[src/rtl/sdint_pkg.sv]
package sdint_pkg;
  localparam int ADV_W = 2;
  typedef logic [ADV_W-1:0] adv_t;

  typedef struct packed {
    adv_t lvl_st;
    adv_t lvl_end;
    adv_t oe_st;
    adv_t oe_end;
    logic dly;
  } shape_cfg_t;

  // Codes above the lookahead depth fall back to "no advance".
  function automatic adv_t adv_norm(adv_t code, int la);
    return (int'(code) > la) ? '0 : code;
  endfunction
endpackage

[src/rtl/sdint_tap_pipe.sv]
module sdint_tap_pipe #(
  parameter int LA = 2
) (
  input  logic        clk,
  input  logic        rst_n,
  input  logic        pulse_in,
  output logic [LA:0] taps
);
  logic [LA:0] stage;

  assign stage[0] = pulse_in;

  genvar g;
  generate
    for (g = 1; g <= LA; g++) begin : g_stage
      always_ff @(posedge clk or negedge rst_n) begin
        if (!rst_n) stage[g] <= 1'b0;
        else        stage[g] <= stage[g-1];
      end
    end
  endgenerate

  assign taps = stage;
endmodule

[src/rtl/sdint_tap_sel.sv]
module sdint_tap_sel #(
  parameter int LA = 2
) (
  input  logic [LA:0]          taps,
  input  sdint_pkg::adv_t      adv,
  output logic                 hit
);
  // Advance a picks the tap that sees the pulse a cycles before nominal.
  always_comb begin
    hit = 1'b0;
    for (int i = 0; i <= LA; i++) begin
      if (i == LA - int'(adv)) hit = taps[i];
    end
  end
endmodule

[src/rtl/sdint_win_reg.sv]
module sdint_win_reg (
  input  logic clk,
  input  logic rst_n,
  input  logic set_i,
  input  logic clr_i,
  input  logic dly_i,
  output logic win_q,
  output logic win_qd,
  output logic win_o
);
  always_ff @(posedge clk or negedge rst_n) begin
    if (!rst_n) begin
      win_q  <= 1'b0;
      win_qd <= 1'b0;
    end else begin
      if (clr_i)      win_q <= 1'b0;
      else if (set_i) win_q <= 1'b1;
      win_qd <= win_q;
    end
  end

  assign win_o = dly_i ? win_qd : win_q;
endmodule

[src/rtl/sdio_dat1_int_shaper.sv]
module sdio_dat1_int_shaper #(
  parameter int LOOKAHEAD = 2
) (
  input  logic                        clk,
  input  logic                        rst_n,
  input  logic                        win_start_la,
  input  logic                        win_end_la,
  input  logic                        int_pending,
  input  logic                        int_mask,
  input  logic                        dat1_int_en,
  input  logic [sdint_pkg::ADV_W-1:0] lvl_start_adv,
  input  logic [sdint_pkg::ADV_W-1:0] lvl_end_adv,
  input  logic [sdint_pkg::ADV_W-1:0] oe_start_adv,
  input  logic [sdint_pkg::ADV_W-1:0] oe_end_adv,
  input  logic                        out_delay_en,
  output logic                        dat1_int_out,
  output logic                        dat1_int_oe
);
  import sdint_pkg::*;

  localparam int LA = LOOKAHEAD;

  logic [LA:0] st_taps, end_taps;
  shape_cfg_t  cfg_next, cfg_q;
  adv_t        n_ls, n_le, n_os, n_oe;
  logic        lvl_set, lvl_clr, oe_set, oe_clr;
  logic        lvl_q, lvl_qd, lvl_w, oe_q, oe_qd, oe_w;
  logic        busy, gate, start_any;

  sdint_tap_pipe #(.LA(LA)) u_start_pipe (
    .clk(clk), .rst_n(rst_n), .pulse_in(win_start_la), .taps(st_taps));
  sdint_tap_pipe #(.LA(LA)) u_end_pipe (
    .clk(clk), .rst_n(rst_n), .pulse_in(win_end_la), .taps(end_taps));

  // Normalise codes and widen the enable window around the level window.
  always_comb begin
    n_ls = adv_norm(lvl_start_adv, LA);
    n_le = adv_norm(lvl_end_adv, LA);
    n_os = adv_norm(oe_start_adv, LA);
    n_oe = adv_norm(oe_end_adv, LA);
    cfg_next.lvl_st  = n_ls;
    cfg_next.lvl_end = n_le;
    cfg_next.oe_st   = (n_os > n_ls) ? n_os : n_ls;
    cfg_next.oe_end  = (n_oe < n_le) ? n_oe : n_le;
    cfg_next.dly     = out_delay_en;
  end

  assign busy = win_start_la | (|st_taps[LA:1]) | lvl_q | lvl_qd | oe_q | oe_qd;
  assign start_any = |st_taps;

  always_ff @(posedge clk or negedge rst_n) begin
    if (!rst_n)    cfg_q <= '0;
    else if (!busy) cfg_q <= cfg_next;
  end

  sdint_tap_sel #(.LA(LA)) u_sel_lvl_st (.taps(st_taps),  .adv(cfg_q.lvl_st),  .hit(lvl_set));
  sdint_tap_sel #(.LA(LA)) u_sel_lvl_en (.taps(end_taps), .adv(cfg_q.lvl_end), .hit(lvl_clr));
  sdint_tap_sel #(.LA(LA)) u_sel_oe_st  (.taps(st_taps),  .adv(cfg_q.oe_st),   .hit(oe_set));
  sdint_tap_sel #(.LA(LA)) u_sel_oe_en  (.taps(end_taps), .adv(cfg_q.oe_end),  .hit(oe_clr));

  sdint_win_reg u_lvl_win (
    .clk(clk), .rst_n(rst_n), .set_i(lvl_set), .clr_i(lvl_clr), .dly_i(cfg_q.dly),
    .win_q(lvl_q), .win_qd(lvl_qd), .win_o(lvl_w));
  sdint_win_reg u_oe_win (
    .clk(clk), .rst_n(rst_n), .set_i(oe_set), .clr_i(oe_clr), .dly_i(cfg_q.dly),
    .win_q(oe_q), .win_qd(oe_qd), .win_o(oe_w));

  assign gate         = dat1_int_en & ~int_mask & int_pending;
  assign dat1_int_out = lvl_w & gate;
  assign dat1_int_oe  = oe_w & gate;

  // the enable window encloses the level window
  assert_oe_covers_lvl_R6: assert property (@(posedge clk) disable iff (!rst_n)
    dat1_int_out |-> dat1_int_oe);

  // captured settings hold while a window is in flight
  assert_cfg_hold_R10: assert property (@(posedge clk) disable iff (!rst_n)
    busy |=> $stable(cfg_q));

  // the level only opens on the edge after a start pulse sits in the pipe
  assert_lvl_opens_on_start_R2: assert property (@(posedge clk) disable iff (!rst_n)
    $rose(lvl_q) |-> $past(start_any));

  // masked means silent
  assert_masked_quiet_R7: assert property (@(posedge clk) disable iff (!rst_n)
    int_mask |-> (!dat1_int_out && !dat1_int_oe));

  // disabled means silent
  assert_disabled_quiet_R8: assert property (@(posedge clk) disable iff (!rst_n)
    !dat1_int_en |-> (!dat1_int_out && !dat1_int_oe));
endmodule

[config.mk]
export PLATFORM = sky130hd
export DESIGN_NAME = sdio_dat1_int_shaper
export DESIGN_NICKNAME = d
export VERILOG_FILES = /design/src/rtl/sdint_pkg.sv /design/src/rtl/sdint_tap_pipe.sv /design/src/rtl/sdint_tap_sel.sv /design/src/rtl/sdint_win_reg.sv /design/src/rtl/sdio_dat1_int_shaper.sv
export SDC_FILE = /design/constraint.sdc
export NUM_CORES = 1
export LEC_CHECK = 0
export BUFFER_PORTS_ARGS = -buffer_cell sky130_fd_sc_hd__buf_2
export CORE_MARGIN = 2
export CORE_UTILIZATION = 47
export CTS_BUF_LIST = sky130_fd_sc_hd__clkbuf_16
export DETAILED_ROUTE_END_ITERATION = 16
export GPL_TIMING_DRIVEN = 0
export HOLD_SLACK_MARGIN = 0.1
export PLACE_DENSITY = 0.73
export SLEW_MARGIN = 30
export SYNTH_ARGS = -nofsm -noshare
export SYNTH_HDL_FRONTEND = slang
export SYNTH_SLANG_ARGS = --single-unit
[constraint.sdc]
create_clock -name clk -period 1.39 [get_ports clk]
set_clock_uncertainty 0.15 [all_clocks]
set_input_delay 0.278 -clock clk [delete_from_list [all_inputs] [get_ports clk]]
set_output_delay 0.278 -clock clk [all_outputs]
set_load 0.02 [all_outputs]
==> results by group <==
Critical path
  – Worst Path Buf+Inv: 1
  – Critical Path Fanout Max: 3
  – Cells along the critical path: mux2i_1 > nor2_1 > buf_4
  – Crit path launch: cfg_q[0]
  – Crit. End Element: output port
  – Worst Path Arrival: just over 1 ns
  – Crit-path slowest cell: dfrtp_1
  – FF-to-FF Start: u_oe_win.win_qd
  – Worst path required time: around 0.96 ns
  – Critical Setup Path Class: reg -> out
  – Slowest stage delay, CP: 0.39 ns
  – R2r setup slk: -0.05 ns
  – Startpoint Class: flip-flop
  – Crit path max-delay family: flip-flops

Drt
  – DRT Wirelength: roughly 1.5 mm
  – DR DRC count: 0
  – First-pass iteration count of the detailed router: 3
  – Wire per inst: roughly 12 um
  – Final ANT Viol Nets: 0
  – Initial DRC count: 3
  – Vias/cell: ~5.0
  – Routed via count: 637

Cells and area
  – ANT cells: 0
  – Final Util: 66.1%
  – Final instance area: 1140 sq um
  – Layout cell share with drive strength beyond 1: between 30% and 40%
  – Area grow syn2layout: 32.6%
  – Fin nets: 125
  – Most common cell after layout, fill and taps aside: dfrtp_1
  – Most frequent cells in the layout: dfrtp_1 (17), buf_2 (16), mux2i_1 (7), nor2_1 (7)

Global routing
  – Initial antenna violation count: 0
  – GRT Util Overall: between 10% and 20%
  – First-pass GRT wire length: ~2.5 mm
  – GRT overflow: 0
  – Largest net degree at the start of global routing: 18
  – Vias in the first global route: approximately 640

Outcome
  – Run status: finished, violations left
  – Failing checks: negative setup slack

STA
  – Worst Tran Pin Value: 0.367 ns
  – Final Slew Violations: 0
  – Count of final hold-check violations: 0
  – Setup violators final: 11
  – Max_slew headroom: between 70% and 80%
  – Worst slack on hold paths: around 0.12 ns
  – Final period utilization: 105%
  – Post-route minimum period: 1.46 ns
  – RSZ-0062 raised after global routing: true
  – Final worst slack: -0.0691 ns
  – Fmax: around 700 MHz

CTS
  – CTS root buffer: clkbuf_16
  – Clock Latency Late Sink: roughly 0.24 ns
  – Cts bufs inserted: 3
  – H-tree levels: 1
  – Clock-pin transition on the worst setup and hold timing paths: around 0.05 ns
  – CTS Sinks: 17
  – Max Root-Sink Buffers: 2
  – CTS tree: yes

Logic synthesis
  – Synth warn: 0
  – Synth area leaders: dfrtp_1 (49%), mux2i_1 (8.1%), ha_1 (7.3%)
  – Seq cells post-synth: 17
  – Mapped Cells: ~80
  – Synth Cell Area: between 800 and 900 sq um
  – Post-synth top area share: between 40% and 50%
  – Post-synthesis net count: roughly 100
  – Synth area leader: dfrtp_1
  – Netlist cell types: 18
  – Sequential share of the synthesized area: ~49%
  – Avg Cell Area, Syn: 11.0 sq um

Place
  – HPWL Detailed: ~1.1 mm
  – Dpl ws: -0.306 ns
  – Final GP Congestion: between 0.7 and 0.8
  – Placed Area: slightly above 1000 sq um
  – Port Buffers: 17

Floorplanning
  – Top Ports: 18
  – Floorplan row count: 15
  – Initial core utilization: around 50%
  – Die height: 46.8 um
  – Die area: 2190 sq um
  – Core area: ~1700 sq um
  – Die width: about 47 um

Power and ir drop
  – Cell Pwr Density: approximately 1600 nW/um^2
  – Peak supply drop: roughly 790 uV
  – Lkg Pwr: roughly 0.56 nW

Hold path
  – Hold Path Class: in -> reg
  – Hold path start: out_delay_en

Job
  – Max-cap violations: 0
==> cell usage after synthesis (all sizes together) <==
cell,count
mux2,4
mux2i,7
dfrtp,17
o21ai,7
nor2b,5
nor2,7
nand2b,4
o22ai,2
a311oi,2
nand3b,2
nand2,8
ha,5
buf,1
inv,5
nor4,1
nor3,1
==> power breakdown <==
part	switching (mW)	internal, mW
logic	0.198	0.268
registers	0.152	0.668
clock network	0.168	0.380
total	0.517	1.32
==> repair_timing <==
action | in CTS | in global routing
pin swaps | 2 | 0
setup buffers | 0 | 1
endpoints found under the hold margin | 19 | 0
hold buffers | 3 | 0
gates resized for setup | 2 | 2
endpoints found under the setup margin | 11 | 11
==> kinds of logic after synthesis <==
group	after synthesis	share of synthesized area (%)
muxes	11	13.4
DFF	17	49.4
and+or+nand+nor	28	17.2
adders and majority gates	5	7.27
buffers and inverters	6	3.05
AOI/OAI and AO/OA	11	9.74
==> registers in the layout (all words and copies together), names as in the netlist <==
name               cells
u_oe_win.win_qd        1
u_end_pipe.taps        2
u_lvl_win.win_qd       1
u_lvl_win.win_q        1
cfg_q                  9
u_oe_win.win_q         1
u_start_pipe.taps      2
==> cell type report <==
type,instances,area [sq um]
fill,146,586
clock buffer,3,75.1
tap,25,31.3
timing repair buffer,21,125
sequential,17,425
inverter,5,18.8
clock inverter,1,3.75
multi-input combinational,55,450
buffer,1,11.3
==> per-layer routing <==
metal | track usage [%] | wire (um) | share of wire [%]
met1 | 18.5 | 603 | 40
met2 | 30.1 | 848 | 56
met3 | 2.31 | 45 | 3.0
met4 | 10.0 | 21 | 1.4
met5 | 0 | 0 | 0
==> path summary, 6_finish.rpt <==
path	endpoint	cells past startpoint
hold / removal	cfg_q[0]	2
hold reg to reg	u_end_pipe.taps[2]	0
min in group asynchronous	cfg_q[2]	2
max in group asynchronous	cfg_q[7]	2
setup / recovery	dat1_int_oe	3
setup reg to reg	cfg_q[3]	3
==> per-stage QoR <==
step                total power, mW  setup TNS (ns)  instances
finish                         1.83          -0.489        128
global route                   1.95           -1.05        128
CTS                            1.83          -0.685        127
global placement               1.23          -0.913        120
detailed placement             1.25           -1.21        120
floorplan                      1.14          -0.123         78
==> worst reg2reg max path: stages (launching register included) <==
cell	delay (ns)
dfrtp_1	0.38
nor4_2	0.30
nand2_2	0.17
mux2_4	0.32
(Power assumes the default switching activity.)
